**src/rtl/gpio_bank_pkg.sv**
```systemverilog
// Package: shared types and helpers for the GPIO bank.
// Assumes 8 pins per port and an 8-bit byte address with
// bit 7 = masked alias, bits 6:4 = register kind, bits 3:2 = port.
package gpio_bank_pkg;
    localparam int PINS_PER_PORT = 8;
    localparam int BUS_W         = 32;
    localparam int ADDR_W        = 8;

    typedef enum logic [2:0] {
        REG_FUNC  = 3'd0,
        REG_DIR   = 3'd1,
        REG_DRIVE = 3'd2,
        REG_LEVEL = 3'd3,
        REG_ISTAT = 3'd4,
        REG_IEN   = 3'd5,
        REG_IMODE = 3'd6,
        REG_ICLR  = 3'd7
    } gpio_reg_e;

    typedef struct packed {
        logic                     en;
        gpio_reg_e                kind;
        logic [PINS_PER_PORT-1:0] mask;
        logic [PINS_PER_PORT-1:0] val;
    } bank_wr_t;

    // Merge new values into old ones under a bit mask
    function automatic logic [PINS_PER_PORT-1:0] merge_bits(
        input logic [PINS_PER_PORT-1:0] old_v,
        input logic [PINS_PER_PORT-1:0] mask,
        input logic [PINS_PER_PORT-1:0] val);
        return (old_v & ~mask) | (val & mask);
    endfunction
endpackage

```
**src/rtl/gpio_addr_decode.sv**
```systemverilog
// Address decode: splits a bus access into port, register kind and a
// masked write. Base addresses give a full-byte mask; alias addresses
// take the mask from wdata[15:8]. Assumes NPORT <= 4.
module gpio_addr_decode
    import gpio_bank_pkg::*;
#(
    parameter int NPORT = 4
) (
    input  logic [ADDR_W-1:0] addr,
    input  logic              wr,
    input  logic [BUS_W-1:0]  wdata,
    output logic [1:0]        port_sel,
    output logic              port_ok,
    output gpio_reg_e         kind,
    output bank_wr_t          wr_req
);
    logic is_alias;

    // Field extraction and mask selection
    always_comb begin
        is_alias    = addr[7];
        kind        = gpio_reg_e'(addr[6:4]);
        port_sel    = addr[3:2];
        port_ok     = int'(addr[3:2]) < NPORT;
        wr_req.en   = wr && port_ok;
        wr_req.kind = kind;
        wr_req.val  = wdata[PINS_PER_PORT-1:0];
        wr_req.mask = is_alias ? wdata[2*PINS_PER_PORT-1:PINS_PER_PORT]
                               : {PINS_PER_PORT{1'b1}};
    end
endmodule

```
**src/rtl/gpio_in_sync.sv**
```systemverilog
// Input synchroniser: two flops for metastability, then a third stage
// that remembers the previous synchronised level for rising-edge detect.
module gpio_in_sync #(
    parameter int W = 32
) (
    input  logic         clk,
    input  logic         rst_n,
    input  logic [W-1:0] raw,
    output logic [W-1:0] lvl,
    output logic [W-1:0] rise
);
    logic [W-1:0] meta_q, sync_q, prev_q;

    // Shift the raw level through the synchroniser chain
    always_ff @(posedge clk) begin
        if (!rst_n) begin
            meta_q <= '0;
            sync_q <= '0;
            prev_q <= '0;
        end else begin
            meta_q <= raw;
            sync_q <= meta_q;
            prev_q <= sync_q;
        end
    end

    assign lvl  = sync_q;
    assign rise = sync_q & ~prev_q;
endmodule

```
**src/rtl/gpio_port.sv**
```systemverilog
// One port of eight pins: configuration registers and interrupt status.
// Assumes wr.en is already qualified for this port. A set condition
// beats a clear in the same cycle.
module gpio_port
    import gpio_bank_pkg::*;
(
    input  logic                     clk,
    input  logic                     rst_n,
    input  bank_wr_t                 wr,
    input  logic [PINS_PER_PORT-1:0] lvl,
    input  logic [PINS_PER_PORT-1:0] rise,
    output logic [PINS_PER_PORT-1:0] func_q,
    output logic [PINS_PER_PORT-1:0] dir_q,
    output logic [PINS_PER_PORT-1:0] drive_q,
    output logic [PINS_PER_PORT-1:0] ien_q,
    output logic [PINS_PER_PORT-1:0] imode_q,
    output logic [PINS_PER_PORT-1:0] istat_q,
    output logic                     irq
);
    logic [PINS_PER_PORT-1:0] clr_bits, hit_bits, istat_d;

    // Status next state: clear requested bits, then set on live conditions
    always_comb begin
        clr_bits = (wr.en && wr.kind == REG_ICLR) ? (wr.mask & wr.val) : '0;
        hit_bits = ien_q & ((imode_q & lvl) | (~imode_q & rise));
        istat_d  = (istat_q & ~clr_bits) | hit_bits;
    end

    // Configuration registers, updated by full or masked writes
    always_ff @(posedge clk) begin
        if (!rst_n) begin
            func_q  <= '0;
            dir_q   <= '0;
            drive_q <= '0;
            ien_q   <= '0;
            imode_q <= '0;
        end else if (wr.en) begin
            case (wr.kind)
                REG_FUNC:  func_q  <= merge_bits(func_q,  wr.mask, wr.val);
                REG_DIR:   dir_q   <= merge_bits(dir_q,   wr.mask, wr.val);
                REG_DRIVE: drive_q <= merge_bits(drive_q, wr.mask, wr.val);
                REG_IEN:   ien_q   <= merge_bits(ien_q,   wr.mask, wr.val);
                REG_IMODE: imode_q <= merge_bits(imode_q, wr.mask, wr.val);
                default: ;
            endcase
        end
    end

    // Interrupt status register
    always_ff @(posedge clk) begin
        if (!rst_n) istat_q <= '0;
        else        istat_q <= istat_d;
    end

    assign irq = |(istat_q & ien_q);
endmodule

```
**src/rtl/gpio_bank.sv**
```systemverilog
// GPIO bank top: address decode, per-port register slices, input
// synchroniser and combinational read mux. Reads are side-effect free.
module gpio_bank
    import gpio_bank_pkg::*;
#(
    parameter int NPORT = 4,
    localparam int NPIN = NPORT * PINS_PER_PORT
) (
    input  logic              clk,
    input  logic              rst_n,
    input  logic [ADDR_W-1:0] bus_addr,
    input  logic              bus_wr,
    input  logic [BUS_W-1:0]  bus_wdata,
    output logic [BUS_W-1:0]  bus_rdata,
    input  logic [NPIN-1:0]   pin_in,
    output logic [NPIN-1:0]   pin_out,
    output logic [NPIN-1:0]   pin_oe,
    output logic [NPIN-1:0]   pin_gpio,
    output logic [NPORT-1:0]  irq
);
    logic [1:0] port_sel;
    logic       port_ok;
    gpio_reg_e  kind;
    bank_wr_t   wr_req;

    logic [NPORT-1:0][PINS_PER_PORT-1:0] lvl, rise;
    logic [NPORT-1:0][PINS_PER_PORT-1:0] func_q, dir_q, drive_q;
    logic [NPORT-1:0][PINS_PER_PORT-1:0] ien_q, imode_q, istat_q;

    gpio_addr_decode #(.NPORT(NPORT)) u_dec (
        .addr     (bus_addr),
        .wr       (bus_wr),
        .wdata    (bus_wdata),
        .port_sel (port_sel),
        .port_ok  (port_ok),
        .kind     (kind),
        .wr_req   (wr_req)
    );

    gpio_in_sync #(.W(NPIN)) u_sync (
        .clk   (clk),
        .rst_n (rst_n),
        .raw   (pin_in),
        .lvl   (lvl),
        .rise  (rise)
    );

    for (genvar p = 0; p < NPORT; p++) begin : g_port
        bank_wr_t port_wr;

        // Qualify the shared write with this port's select
        always_comb begin
            port_wr    = wr_req;
            port_wr.en = wr_req.en && (int'(port_sel) == p);
        end

        gpio_port u_port (
            .clk     (clk),
            .rst_n   (rst_n),
            .wr      (port_wr),
            .lvl     (lvl[p]),
            .rise    (rise[p]),
            .func_q  (func_q[p]),
            .dir_q   (dir_q[p]),
            .drive_q (drive_q[p]),
            .ien_q   (ien_q[p]),
            .imode_q (imode_q[p]),
            .istat_q (istat_q[p]),
            .irq     (irq[p])
        );
    end

    assign pin_out  = drive_q;
    assign pin_gpio = func_q;
    assign pin_oe   = func_q & dir_q;

    // Read mux: selected register in the low byte, zero elsewhere
    always_comb begin
        bus_rdata = '0;
        if (port_ok) begin
            case (kind)
                REG_FUNC:  bus_rdata[PINS_PER_PORT-1:0] = func_q[port_sel];
                REG_DIR:   bus_rdata[PINS_PER_PORT-1:0] = dir_q[port_sel];
                REG_DRIVE: bus_rdata[PINS_PER_PORT-1:0] = drive_q[port_sel];
                REG_LEVEL: bus_rdata[PINS_PER_PORT-1:0] = lvl[port_sel];
                REG_ISTAT: bus_rdata[PINS_PER_PORT-1:0] = istat_q[port_sel];
                REG_IEN:   bus_rdata[PINS_PER_PORT-1:0] = ien_q[port_sel];
                REG_IMODE: bus_rdata[PINS_PER_PORT-1:0] = imode_q[port_sel];
                default:   bus_rdata = '0;
            endcase
        end
    end
endmodule

```
**config.mk**
```make
export PLATFORM = sky130hd
export DESIGN_NAME = gpio_bank
export DESIGN_NICKNAME = d
export VERILOG_FILES = /design/src/rtl/gpio_bank_pkg.sv /design/src/rtl/gpio_addr_decode.sv /design/src/rtl/gpio_in_sync.sv /design/src/rtl/gpio_port.sv /design/src/rtl/gpio_bank.sv
export SDC_FILE = /design/constraint.sdc
export NUM_CORES = 1
export LEC_CHECK = 0
export ABC_AREA = 1
export CAP_MARGIN = 15
export CORE_MARGIN = 1.5
export CORE_UTILIZATION = 30
export CTS_BUF_LIST = sky130_fd_sc_hd__clkbuf_4 sky130_fd_sc_hd__clkbuf_8
export DETAILED_ROUTE_END_ITERATION = 8
export PLACE_DENSITY = 0.48
export SLEW_MARGIN = 20
export SYNTH_ARGS = -nofsm -noshare
export SYNTH_HDL_FRONTEND = slang
export SYNTH_SLANG_ARGS = --single-unit
```
**constraint.sdc**
```tcl
create_clock -name clk -period 3.6 [get_ports clk]
set_clock_uncertainty 0.2 [all_clocks]
set_input_delay 0.72 -clock clk [delete_from_list [all_inputs] [get_ports clk]]
set_output_delay 0.72 -clock clk [all_outputs]
set_load 0.03 [all_outputs]
```
Word level (Yosys, flattened, before mapping)
Cells that the tools add are included.
Cells by class
  order comparisons: 1
  equal/unequal tests: 10
  muxes and demuxes: 20
  bitwise gates (word level): 81
  reductions and logical operators: 34
Operators by type and width (count)
  8-bit AND: 41
  8-bit bitwise OR: 28
  8-bit binary-select mux with 2-bit select: 7
  8-bit 2-to-1 mux: 12
  8-bit inverter: 9
  32-bit AND: 2
  8-bit case mux with 7 select lines: 1
  2-bit AND reduction: 20
  32-bit inverter: 1
  8-bit OR reduction: 4
  3-bit equality test (second input constant): 4
  1-bit logical AND: 8
  3-bit by 2-bit equality test with 1-bit output (second input constant): 2
  2-bit equality test (second input constant): 2
  3-bit by 1-bit equality test with 1-bit output (second input constant): 1
  3-bit logical NOT: 1
  2-bit by 3-bit < comparator with 1-bit output (second input constant): 1
  2-bit by 1-bit equality test with 1-bit output (second input constant): 1
  2-bit logical NOT: 1
Word-level totals
  flip-flop bits (word level): 288
  input bits: 75
  logic and storage cells: 173

Logic depth before layout (Yosys ltp)
  depth in word-level cells: 7
  depth in mapped cells: 11

Modules after synthesis
Synthesis repeated with hierarchy kept, for this count alone.
Unflattened totals
  cells, all modules: 2936
  area total of the unflattened synthesis: 16656.0 sq um
By module, submodules not included
  gpio_port: times used 4, cells an instance 450, area an instance 2613.8 sq um, sequential area each 960.9 sq um
  gpio_in_sync: times used 1, cells an instance 363, area an instance 3000.4 sq um, sequential area each 1921.8 sq um
  gpio_bank: times used 1, cells an instance 737, area an instance 2996.6 sq um, sequential area each 0.0 sq um
  gpio_addr_decode: times used 1, cells an instance 36, area an instance 203.9 sq um, sequential area each 0.0 sq um

Worst setup path before layout
No wires, ideal clock.
  kind: input to output
  start: input bus_addr[3]
  end: output bus_rdata[0]
  arrival: 1.918 ns
  required time: 2.680 ns
  setup slack: 0.762 ns
  stages: 10
  buffers on the path: 3
  cell sequence: buf_4 inv_2 buf_2 buf_1 nand2_1 nand2_1 nand2_1 nand2_1 nor2_1 nand2_1
Between the ends
  cells in the longest elaborated chain, start to end: 3
RTL lines
  from (decl): line gpio_bank.sv:11  | input logic [ADDR_W-1:0] bus_addr,
  8-bit binary-select mux with 2-bit select (tied with other cells): line gpio_bank.sv:88  | REG_IMODE: bus_rdata[PINS_PER_PORT-1:0] = imode_q[port_sel];
  8-bit 2-to-1 mux (implied by the code) (tied with other cells): line gpio_bank.sv:88
  8-bit case mux with 7 select lines *: line gpio_bank.sv:81  | case (kind)
  to (decl): line gpio_bank.sv:14  | output logic [BUS_W-1:0] bus_rdata,
Mark *: on every way between the ends. The rest lies on a longest branch, timed or not. The select of a mux whose other input is x is not followed.

Worst setup path in the final report
  start: input bus_addr[6]
  end: output bus_rdata[6]
Between the ends
  cells in the longest elaborated chain, start to end: 2
RTL lines (line)
  3-bit equality test (tied with other cells): gpio_bank.sv:81
  8-bit case mux with 7 select lines *: gpio_bank.sv:81
Mark *: on every way between the ends. The rest lies on a longest branch, timed or not.

==> impl_metrics.py <==
metrics = {
    "run": {
        "maxCapViolCount": 0,
    },
    "timing": {
        "rsz0062_at_grt": "false",
        "period_share_pct": 94.7,
        "slew_violations": 0,
        "hold_viol": 0,
        "period_minus_slack_ps": 3410,
        "tightest_slew_ps": 750,
        "timing.slew.headroom_pct": 49.8,
        "finalSetupTns_ps": 0,
        "setup_viol": 0,
        "fmax_mhz": 293,
    },
    "detailed_routing": {
        "ant_nets": 0,
        "wl_per_cell_um": 18.6,
        "dr.pass1.iters": 5,
        "vias": 13988,
        "drt_iter0_drc": 1100,
        "drc": 0,
        "via_per_inst": 4.72,
        "wl_um": 55200,
    },
    "grt": {
        "grt_max_degree": 113,
        "grt_pass1_wl_um": 80700,
        "antenna_found_initial": 1,
        "grt.total_usage_pct": 22.8,
        "overflow": 0,
        "grt_pass1_vias": 13014,
    },
    "clock_network": {
        "cts_tree": "done",
        "clock_path_buffers": 3,
        "cts_sinks": 288,
        "cts-resized-gates": 0,
        "cts.clk_slew.worst_paths_ps": 50,
        "htree_num_levels": 2,
        "clockRootBuffer": "clkbuf_8",
        "cts_hold_buf": 0,
        "cts_buffers": 54,
        "postCtsSetupBuffers": 0,
        "clock_latency_ps": 640,
    },
    "setup_path": {
        "cp-end-kind": "output pin",
        "cp.required_ps": 2680,
        "crit_path_max_fanout": 11,
        "critPathKind": "in2out",
        "start_kind": "input port",
        "arrival_ps": 2490,
    },
    "placed_design": {
        "routabilityCongestion": 0.887,
        "port_buffers": 164,
        "post-dp-hpwl_um": 39200,
    },
    "layout": {
        "layout-drive-gt1-share_pct": 8.64,
        "layout_common_cells": "958 x nand2_1, 288 x dfxtp_1, 187 x a21oi_1, 176 x inv_1, 153 x clkdlybuf4s50_1",
        "area_delta_synth_final_pct": 24.8,
        "nets": 2395,
        "post-route-util_pct": 38.0,
        "layout_commonest_cell": "nand2_1",
    },
    "min_path": {
        "hp-class": "reg2reg",
    },
    "synthesis": {
        "ys_warn_count": 0,
        "synth.avg_cell_area_um2": 6.38,
        "syn_inst": 2172,
        "synthDistinctLibCells": 25,
        "ys_ff_latch": 288,
        "synth.top_cell.area_share_pct": 41.6,
        "synth-seq-area-share_pct": 41.6,
        "synth_area_leaders": "dfxtp_1 42%, nand2_1 26%, a21oi_1 6.8%",
        "yosys.area.top_type": "dfxtp_1",
        "syn_area_um2": 13900,
    },
    "die": {
        "initial_utilization_pct": 30.5,
        "core_area_um2": 45500,
        "die_h_um": 218,
        "num_io_pins": 207,
        "dieWidth_um": 218,
        "dieArea_um2": 47500,
        "row_count": 78,
    },
    "power_and_ir_drop": {
        "fin_total_pwr_mw": 7.43,
        "p_leak_nw": 8.00,
        "peakVddDrop_v": 0.000280,
        "power_density_nw_per_um2": 430,
    },
    "run_status": {
        "outcome": "finished clean",
    },
}
[cell usage after synthesis]
cell / n
nand3_1: 138
nand3b_1: 2
dfxtp_1: 288
a21oi_1: 187
o211ai_1: 32
nand2_4: 3
o21ai_0: 27
inv_2: 13
clkinv_1: 6
nand3_2: 4
nor2_1: 144
a22o_1: 8
clkbuf_1: 77
nor3_1: 2
nand2_1: 958
nor2_2: 3
buf_1: 17
buf_4: 36
nor2_8: 1
nor2_4: 17
buf_2: 19
a22oi_1: 10
conb_1: 1
inv_1: 177
a221oi_1: 2
[metal layers]
metal,track usage [%],up-vias,part of all wire (%)
met5,0,-,0
met2,38.4,463,47
met4,11.3,0,4.5
met3,3.05,118,5.0
li1,-,6983,-
met1,28.6,6424,44
[worst paths after layout]
kind / start / cells past startpoint / slack (ps) / end
setup / recovery: bus_addr[6] / 10 / 190 / bus_rdata[6]
hold / removal: u_sync.meta_q[23]$_SDFF_PN0_ / 2 / 200 / u_sync.lvl[23]$_SDFF_PN0_
setup reg to reg: register / 2 / 2530 / register
hold reg to reg: u_sync.meta_q[23]$_SDFF_PN0_ / 2 / 200 / u_sync.lvl[23]$_SDFF_PN0_
[per-stage QoR]
step	setup slack, ps	area (um^2)	hold slack [ps]	std cells
detailed placement	189	16100	195	2864
finish	192	17300	205	2962
global route	100	17300	213	2962
global placement	186	16100	196	2864
CTS	187	17300	180	2961
floorplan	762	13900	190	2195
[logic make-up (layout without fill, tap and decap cells)]
group	Yosys count	after routing	share of synthesized area, %
AOI/OAI and AO/OA	266	266	10.6
buffers and inverters	345	511	10.5
DFF	288	288	41.6
other	1	25	0.0271
and+or+nand+nor	1272	1272	37.2
[critical path, cell delays in order]
cell and delay, ps:
clkdlybuf4s50_1 670, inv_2 110, nand3_1 100, buf_4 240
inv_1 80, nand2_1 70, nand2_1 60, nor2_1 100
nand2_1 120, buf_4 200
[report_power, final]
group	total [mW]	switching [mW]	internal, mW
Clock	3.51	1.44	2.06
Combinational	0.633	0.457	0.176
Sequential	3.29	0.0403	3.25
[layout make-up]
cell class	count	area [um^2]
Inverter	196	737
Clock inverter	6	63.8
Multi-Input combinational cell	1562	6720
Clock buffer	91	1150
Antenna cell	1	2.50
Timing Repair Buffer	218	2110
Tap cell	600	751
Sequential cell	288	5770
Fill cell	5012	28200
Power figures use the tool's default switching activity.
